`config.mk`:
```
export PLATFORM = sky130hd
export DESIGN_NAME = gs_chain_timing
export DESIGN_NICKNAME = d
export VERILOG_FILES = /design/src/rtl/gs_chain_pkg.sv /design/src/rtl/gs_clock_gen.sv /design/src/rtl/frame_shifter.sv /design/src/rtl/cycle_seq.sv /design/src/rtl/gs_chain_timing.sv
export SDC_FILE = /design/constraint.sdc
export NUM_CORES = 2
export LEC_CHECK = 0
export BUFFER_PORTS_ARGS = -buffer_cell sky130_fd_sc_hd__buf_2
export CAP_MARGIN = 20
export CORE_MARGIN = 5
export CORE_UTILIZATION = 45
export DETAILED_ROUTE_END_ITERATION = 8
export SLEW_MARGIN = 40
export SYNTH_ARGS = -nofsm -noshare
export SYNTH_HDL_FRONTEND = slang
export SYNTH_SLANG_ARGS = --single-unit
```
`constraint.sdc`:
```
create_clock -name clk -period 10.1 [get_ports clk]
set_clock_uncertainty 0.1 [all_clocks]
set_input_delay 2.02 -clock clk [delete_from_list [all_inputs] [get_ports clk]]
set_output_delay 2.02 -clock clk [all_outputs]
set_load 0.005 [all_outputs]
```
`src/rtl/gs_chain_pkg.sv`:
```
// Package: shared constants and the cycle sequencer state type for the
// grayscale chain controller. Assumes 16 channels of 12 bits per device.
package gs_chain_pkg;

    localparam int LVL_W        = 12;
    localparam int CH_PER_DEV   = 16;
    localparam int BITS_PER_DEV = LVL_W * CH_PER_DEV;

    typedef enum logic [2:0] {
        ST_RUN   = 3'd0,
        ST_BLANK = 3'd1,
        ST_WAIT  = 3'd2,
        ST_LATCH = 3'd3,
        ST_REL   = 3'd4
    } seq_state_t;

endpackage

```
`src/rtl/gs_clock_gen.sv`:
```
// Grayscale clock generator. Toggles gs_clk every DIV system clocks while
// run is high, counts rising edges and raises done after the falling edge
// that follows the STEPS-th rising edge. Clears itself whenever run is low.
// Assumes run stays high until done has been seen.
module gs_clock_gen #(
    parameter int DIV   = 1,
    parameter int STEPS = 4096
) (
    input  logic clk,
    input  logic rst_n,
    input  logic run,
    output logic gs_clk,
    output logic done
);
    localparam int DIV_W = (DIV > 1) ? $clog2(DIV) : 1;
    localparam int CNT_W = $clog2(STEPS + 1);

    logic [DIV_W-1:0] div_q;
    logic [CNT_W-1:0] edges_q;
    logic             gs_q;

    assign done   = (edges_q == CNT_W'(STEPS)) && !gs_q;
    assign gs_clk = gs_q;

    // Divide the system clock and count grayscale rising edges.
    always_ff @(posedge clk) begin
        if (!rst_n || !run) begin
            div_q   <= '0;
            gs_q    <= 1'b0;
            edges_q <= '0;
        end else if (!done) begin
            if (div_q == DIV_W'(DIV - 1)) begin
                div_q <= '0;
                gs_q  <= ~gs_q;
                if (!gs_q) begin
                    edges_q <= edges_q + 1'b1;
                end
            end else begin
                div_q <= div_q + 1'b1;
            end
        end
    end


    gs_low_in_blank_chk: assert property (@(posedge clk) disable iff (!rst_n)
        !run |-> !gs_clk);


    gs_edge_bound_chk: assert property (@(posedge clk) disable iff (!rst_n)
        edges_q <= CNT_W'(STEPS));

endmodule

```
`src/rtl/frame_shifter.sv`:
```
// Frame shifter. Holds the host-side level array, the transmit buffer and
// the pending-commit flag, and serialises the transmit buffer on a mode-0
// clock/data pair when go is pulsed. The buffer is refreshed from the host
// array only at go and only when a commit is pending. Assumes go is only
// pulsed while the shifter is idle.
module frame_shifter
    import gs_chain_pkg::*;
#(
    parameter int N_DEV   = 2,
    parameter int SCK_DIV = 1
) (
    input  logic                              clk,
    input  logic                              rst_n,
    input  logic                              host_we,
    input  logic [$clog2(N_DEV*CH_PER_DEV)-1:0] host_chan,
    input  logic [LVL_W-1:0]                  host_level,
    input  logic                              host_commit,
    input  logic                              go,
    output logic                              busy,
    output logic                              ser_clk,
    output logic                              ser_dat
);
    localparam int N_CH   = N_DEV * CH_PER_DEV;
    localparam int FRAME  = N_DEV * BITS_PER_DEV;
    localparam int IDX_W  = $clog2(FRAME);
    localparam int DIV_W  = (SCK_DIV > 1) ? $clog2(SCK_DIV) : 1;

    logic [FRAME-1:0] host_q;
    logic [FRAME-1:0] shadow_q;
    logic             pending_q;
    logic             busy_q;
    logic             phase_q;
    logic [IDX_W-1:0] idx_q;
    logic [DIV_W-1:0] div_q;

    // Store host channel writes; out-of-range channels are dropped.
    always_ff @(posedge clk) begin
        if (!rst_n) begin
            host_q <= '0;
        end else if (host_we && (int'(host_chan) < N_CH)) begin
            host_q[int'(host_chan)*LVL_W +: LVL_W] <= host_level;
        end
    end

    // Track a pending commit; it is consumed at the next transfer start.
    always_ff @(posedge clk) begin
        if (!rst_n) begin
            pending_q <= 1'b0;
        end else begin
            pending_q <= (pending_q && !go) || host_commit;
        end
    end

    // Refresh the transmit buffer from the host array at a committed start.
    always_ff @(posedge clk) begin
        if (!rst_n) begin
            shadow_q <= '0;
        end else if (go && pending_q) begin
            shadow_q <= host_q;
        end
    end

    // Step the serial clock phase and the bit index during a transfer.
    always_ff @(posedge clk) begin
        if (!rst_n) begin
            busy_q  <= 1'b0;
            phase_q <= 1'b0;
            idx_q   <= '0;
            div_q   <= '0;
        end else if (go) begin
            busy_q  <= 1'b1;
            phase_q <= 1'b0;
            idx_q   <= '0;
            div_q   <= '0;
        end else if (busy_q) begin
            if (div_q == DIV_W'(SCK_DIV - 1)) begin
                div_q <= '0;
                if (!phase_q) begin
                    phase_q <= 1'b1;
                end else begin
                    phase_q <= 1'b0;
                    if (idx_q == IDX_W'(FRAME - 1)) begin
                        busy_q <= 1'b0;
                    end else begin
                        idx_q <= idx_q + 1'b1;
                    end
                end
            end else begin
                div_q <= div_q + 1'b1;
            end
        end
    end

    assign busy    = busy_q;
    assign ser_clk = busy_q && phase_q;
    assign ser_dat = busy_q ? shadow_q[FRAME - 1 - int'(idx_q)] : 1'b0;


    dat_stable_at_rise_chk: assert property (@(posedge clk) disable iff (!rst_n)
        $rose(ser_clk) |-> $stable(ser_dat));


    go_when_idle_chk: assert property (@(posedge clk) disable iff (!rst_n)
        go |-> !busy_q);


    buffer_frozen_chk: assert property (@(posedge clk) disable iff (!rst_n)
        (busy_q && $past(busy_q)) |-> $stable(shadow_q));

endmodule

```
`src/rtl/cycle_seq.sv`:
```
// Cycle sequencer. Walks run -> blank -> wait -> latch -> release and
// issues the transfer start. In-cycle schedule: transfer starts as the
// grayscale frame starts. In-blanking schedule: transfer starts at each
// blank entry. The first blank after reset always carries a transfer so
// that the cleared buffer reaches the chain. Assumes busy comes from the
// shifter started by go.
module cycle_seq
    import gs_chain_pkg::*;
#(
    parameter bit XFER_IN_BLANK = 1'b0
) (
    input  logic clk,
    input  logic rst_n,
    input  logic gs_done,
    input  logic xfer_busy,
    output logic run,
    output logic blank,
    output logic latch,
    output logic go
);
    seq_state_t state_q;
    seq_state_t state_d;
    logic       first_q;

    // Next-state and transfer-start decode.
    always_comb begin
        state_d = state_q;
        go      = 1'b0;
        case (state_q)
            ST_RUN:   if (gs_done) state_d = ST_BLANK;
            ST_BLANK: begin
                state_d = ST_WAIT;
                go      = XFER_IN_BLANK || first_q;
            end
            ST_WAIT:  if (!xfer_busy) state_d = ST_LATCH;
            ST_LATCH: state_d = ST_REL;
            ST_REL: begin
                state_d = ST_RUN;
                go      = !XFER_IN_BLANK;
            end
            default:  state_d = ST_BLANK;
        endcase
    end

    // State register; reset parks the chain in blanking.
    always_ff @(posedge clk) begin
        if (!rst_n) begin
            state_q <= ST_BLANK;
        end else begin
            state_q <= state_d;
        end
    end

    // Remember that the post-reset transfer has not been issued yet.
    always_ff @(posedge clk) begin
        if (!rst_n) begin
            first_q <= 1'b1;
        end else if (state_q == ST_BLANK) begin
            first_q <= 1'b0;
        end
    end

    assign run   = (state_q == ST_RUN);
    assign blank = !run;
    assign latch = (state_q == ST_LATCH);


    latch_one_wide_chk: assert property (@(posedge clk) disable iff (!rst_n)
        latch |=> !latch);


    release_after_latch_chk: assert property (@(posedge clk) disable iff (!rst_n)
        $fell(blank) |-> $past(latch, 2));

endmodule

```
`src/rtl/gs_chain_timing.sv`:
```
// Top level of the grayscale chain controller. Ties the grayscale clock
// generator, the frame shifter and the cycle sequencer together.
// XFER_IN_BLANK selects the transfer schedule. Assumes for the in-cycle
// schedule that 2*SCK_DIV*N_DEV*192 is shorter than one grayscale frame.
module gs_chain_timing
    import gs_chain_pkg::*;
#(
    parameter int N_DEV         = 2,
    parameter int SCK_DIV       = 1,
    parameter int GS_DIV        = 1,
    parameter int GS_STEPS      = 4096,
    parameter bit XFER_IN_BLANK = 1'b0
) (
    input  logic                                clk,
    input  logic                                rst_n,
    input  logic                                host_we,
    input  logic [$clog2(N_DEV*CH_PER_DEV)-1:0] host_chan,
    input  logic [LVL_W-1:0]                    host_level,
    input  logic                                host_commit,
    output logic                                gs_clk_o,
    output logic                                blank_o,
    output logic                                latch_o,
    output logic                                ser_clk_o,
    output logic                                ser_dat_o
);
    logic run;
    logic gs_done;
    logic xfer_go;
    logic xfer_busy;

    gs_clock_gen #(
        .DIV   (GS_DIV),
        .STEPS (GS_STEPS)
    ) u_gs (
        .clk    (clk),
        .rst_n  (rst_n),
        .run    (run),
        .gs_clk (gs_clk_o),
        .done   (gs_done)
    );

    frame_shifter #(
        .N_DEV   (N_DEV),
        .SCK_DIV (SCK_DIV)
    ) u_ser (
        .clk         (clk),
        .rst_n       (rst_n),
        .host_we     (host_we),
        .host_chan   (host_chan),
        .host_level  (host_level),
        .host_commit (host_commit),
        .go          (xfer_go),
        .busy        (xfer_busy),
        .ser_clk     (ser_clk_o),
        .ser_dat     (ser_dat_o)
    );

    cycle_seq #(
        .XFER_IN_BLANK (XFER_IN_BLANK)
    ) u_seq (
        .clk       (clk),
        .rst_n     (rst_n),
        .gs_done   (gs_done),
        .xfer_busy (xfer_busy),
        .run       (run),
        .blank     (blank_o),
        .latch     (latch_o),
        .go        (xfer_go)
    );


    latch_after_last_bit_chk: assert property (@(posedge clk) disable iff (!rst_n)
        latch_o |-> (blank_o && !ser_clk_o && !xfer_busy && $past(!xfer_busy)));

    generate
        if (XFER_IN_BLANK) begin : g_blank_sched

            shift_in_blank_chk: assert property (@(posedge clk) disable iff (!rst_n)
                ser_clk_o |-> blank_o);
        end
    endgenerate

endmodule

```
==> key figures <==
Placed design
  • Buffers on Ports: 25
  • Post-Place Cells: around 4700
  • Dpl hpwl: 64100 um
  • GP Congestion: between 0.9 and 1

Hold path
  • Hold path start: u_ser.host_q[158]$_SDFFE_PN0P_
  • WHS Path Cells: 2
  • Worst min path class: reg2reg
  • WHS Endpoint: u_ser.shadow_q[158]$_SDFFE_PN0P_

Clocking
  • CTS tree: built
  • # resized after CTS: 0
  • Max Buffers Root-to-Sink: 3
  • Hold-fix buffers, CTS: 0
  • TritonCTS Buffers: between 80 and 90
  • Postcts setup bufs: 0
  • H-tree depth: 3
  • Worst-path clk slew: about 0.060 ns
  • Clk Tree Root Cell: clkbuf_16
  • Clk sinks: 798
  • Worst-Skew Late Latency: between 0.6 and 0.7 ns

Timing
  • Worst-Margin Slew: approximately 0.90 ns
  • Final hold vios: 0
  • Relative slew slack: 0.400
  • Final Max Tran Viols: 0
  • Hold WS: about 0.34 ns
  • Setup Viol. Count Final: 0
  • Setup Total Neg Slack: 0 ns
  • Post-layout minimum cycle time: a little under 7 ns
  • Post-route clock period utilization: 0.668
  • Achievable Freq: between 100 and 150 MHz
  • RSZ-0062 raised after global routing: no

Yosys
  • Ys flop type: dfxtp_1
  • Syn Area/Cell: ~8.8 sq um
  • Ys Warns: 0
  • Synthesized flop and latch total: around 800
  • EDFF count, synth: 0
  • Post-Synth Simple-Gate Area: 0.198
  • Syn Nets: 3958
  • Synth Area in Compound Gates: 0.168
  • Main combinational cell family by area after synthesis: simple AND/OR/NAND/NOR gates
  • Post-Syn Instances: 3924
  • XOR/XNOR Fraction of Synth Area: 0.00977
  • Post-synthesis mux area share: 0.124
  • Share of the yosys chip area belonging to registers: 0.462
  • Mapped cell area: approximately 35000 sq um
  • Post-Synth Adder-Cell Area: 0.00492
  • Async set-reset flop share out of synthesis: 0
  • Netlist cell types: 75

Detailed routing
  • Avg WL per Cell: 20.6 um
  • Avg Vias per Cell: 5.59
  • 1st-iter DRT viols: 2463
  • DR DRC count: 0
  • Final Routed Wirelength: about 100000 um
  • DR vias: 27384
  • 1st-pass router iterations: 6
  • Antenna Nets Post-Route: 0

Layout
  • Most frequent cells in the layout: nand2_1 (1239), dfxtp_1 (794), a21boi_0 (385)
  • Cell Count, Final, Fillers Out: between 4000 and 5000
  • Commonest non-fill, non-tap cell in the layout: nand2_1
  • Fillers: approximately 7400
  • NumNets Final: 3829
  • Antenna diodes: 0
  • Area Overhead vs Synth: 11.1%
  • Share of post-route cells with drive strength above 1: 0.0913
  • Layout Utilization: 0.505

Critical path
  • Critical path cell sequence: buf_2 -> ha_1 -> fa_1 -> nor2b_1 -> nand2_1 -> nor3_1 -> ha_1 -> inv_1 -> a311o_1 -> a21oi_1 -> nand3_1 -> nor2_1 -> mux2i_1
  • CP Data Required Time: 10.56 ns
  • R2R Setup Slk: slightly above 6 ns
  • Reg-to-reg endpoint: u_ser.shadow_q[172]$_SDFFE_PN0P_
  • Crit end category: flip-flop
  • Crit-path max cell delay: 0.68 ns
  • CP startpoint kind: primary input
  • Worst endpoint data arrival time: 7.20 ns
  • R2R cell count: 10
  • CP max stage cell: nand3_1
  • Crit-path most repeated cell: ha_1
  • Crit Reg-Reg Startpoint: u_seq.state_q[0]$_SDFFE_PN1P_
  • Critical path class: in2reg
  • Peak fanout along the critical path: 33

Die
  • Rows: roughly 100
  • Boundary pin count: 26
  • Die width: 287 um
  • Core box area: 76100 sq um
  • Die ar.: 82500 sq um
  • Starting Density: 0.454
  • Die H: about 290 um

Power
  • Pwr/cell area: approximately 190 nW/um^2
  • Peak supply drop: roughly 150 uV
  • Pleak: about 13 nW

Global route
  • Gr usage total: 0.239
  • First-pass GRT wire length: 156000 um
  • Initial antenna violation count: 2
  • Largest net degree at the start of global routing: between 200 and 250
  • Total gr overflow: 0
  • Vias in the first global route: about 26000

Status
  • Outcome: finished clean

Job
  • Max-cap violations: 0
-- cells by family (layout without fill, tap and decap cells) --
family                   count (synthesis)  count (layout)
multiplexers                           329             329
flip-flops                             798             798
XOR/XNOR                                33              33
adder cells (fa/ha/maj)                 13              13
AND/OR/NAND/NOR                       1667            1667
buffers and inverters                  297             241
AO/OA/AOI/OAI                          787             787
-- critical path, delay by kind of cell --
family | cells | cell delay [ns]
and+or+nand+nor | 5 | 2.14
adders and majority gates | 3 | 1.34
buffers and inverters | 2 | 0.73
AOI/OAI and AO/OA | 2 | 0.70
muxes | 1 | 0.26
-- cells in the mapped netlist, drive strengths merged, types with 5 or more instances --
library cell | n | area (sq um)
a211oi | 14 | 110
a21boi | 386 | 2900
a21oi | 36 | 180
a22oi | 6 | 45.0
a31oi | 12 | 75.1
a32oi | 6 | 52.6
and2 | 17 | 106
and3 | 18 | 113
buf | 28 | 119
clkbuf | 255 | 957
dfxtp | 798 | 16000
ha | 12 | 150
inv | 12 | 45.0
mux2 | 21 | 236
mux2i | 230 | 2300
mux4 | 78 | 1760
nand2 | 1240 | 4650
nand2b | 7 | 43.8
nand3 | 134 | 671
nand4 | 18 | 113
nor2 | 139 | 549
nor2b | 15 | 93.8
nor3 | 29 | 145
nor4 | 7 | 43.8
o211a | 103 | 1030
o211ai | 12 | 90.1
o21ai | 116 | 584
o221ai | 10 | 87.6
o22a | 8 | 70.1
o22ai | 22 | 138
o2bb2ai | 5 | 43.8
o31ai | 22 | 165
or2 | 8 | 50.1
or3 | 12 | 75.1
or4 | 9 | 67.6
xnor2 | 16 | 140
xor2 | 14 | 130
-- report_power, final --
| group | switching (W) | internal, W |
|---|---|---|
| clock | 0.00134 | 0.00186 |
| sequential | 0.0000212 | 0.00317 |
| combinational | 0.000556 | 0.000161 |
| total | 0.00191 | 0.00519 |
-- final cells by class --
| class | instances | area, sq um | area share |
|---|---|---|---|
| repair buffers | 66 | 618 | 0.0161 |
| well taps | 1030 | 1290 | 0.0335 |
| inverters | 14 | 52.6 | 0.00137 |
| multi-input cells | 2829 | 17600 | 0.458 |
| flip-flops and latches | 798 | 16000 | 0.416 |
| clock inverters | 37 | 400 | 0.0104 |
| clock buffers | 124 | 2500 | 0.0650 |
-- through the flow --
stage / power, W / area [sq um] / worst slack, ns
4_1_cts: 0.00715 / 38400 / 3.38
2_1_floorplan: 0.00367 / 34600 / 4.27
3_5_place_dp: 0.00396 / 35500 / 2.87
6_report: 0.00711 / 38400 / 3.36
3_3_place_gp: 0.00395 / 35300 / 3.00
5_1_grt: 0.00735 / 38400 / 3.11
-- registers in the layout (all words and copies together), names as in the netlist --
name / cells
u_ser.phase_q: 1
u_ser.host_q: 384
u_gs.edges_q: 13
u_ser.busy: 1
u_ser.shadow_q: 384
u_seq.state_q: 3
u_ser.idx_q: 9
u_gs.gs_clk: 1
u_seq.first_q: 1
u_ser.pending_q: 1
-- metal layers --
metal,vias up,track usage,routed length [um]
met5,-,0,0
met4,0,0.0691,2870
met3,182,0.0364,5670
met2,703,0.388,46200
met1,13248,0.334,46000
li1,13251,-,-
-- how the worst max path moves through the flow --
| stage | depth (start not counted) | start | slack [ns] | to |
|---|---|---|---|---|
| CTS | 9 | u_ser.idx_q[0]$_SDFFE_PP0P_ | 3.38 | ser_dat_o |
| finish | 13 | host_chan[0] | 3.36 | u_ser.host_q[235]$_SDFFE_PN0P_ |
| floorplan | 16 | host_chan[0] | 4.27 | u_ser.host_q[17]$_SDFFE_PN0P_ |
| global placement | 13 | host_chan[0] | 3.00 | u_ser.host_q[235]$_SDFFE_PN0P_ |
| detailed placement | 13 | host_chan[0] | 2.87 | u_ser.host_q[235]$_SDFFE_PN0P_ |
| global route | 13 | host_chan[0] | 3.11 | u_ser.host_q[235]$_SDFFE_PN0P_ |
Power figures use the tool's default switching activity.
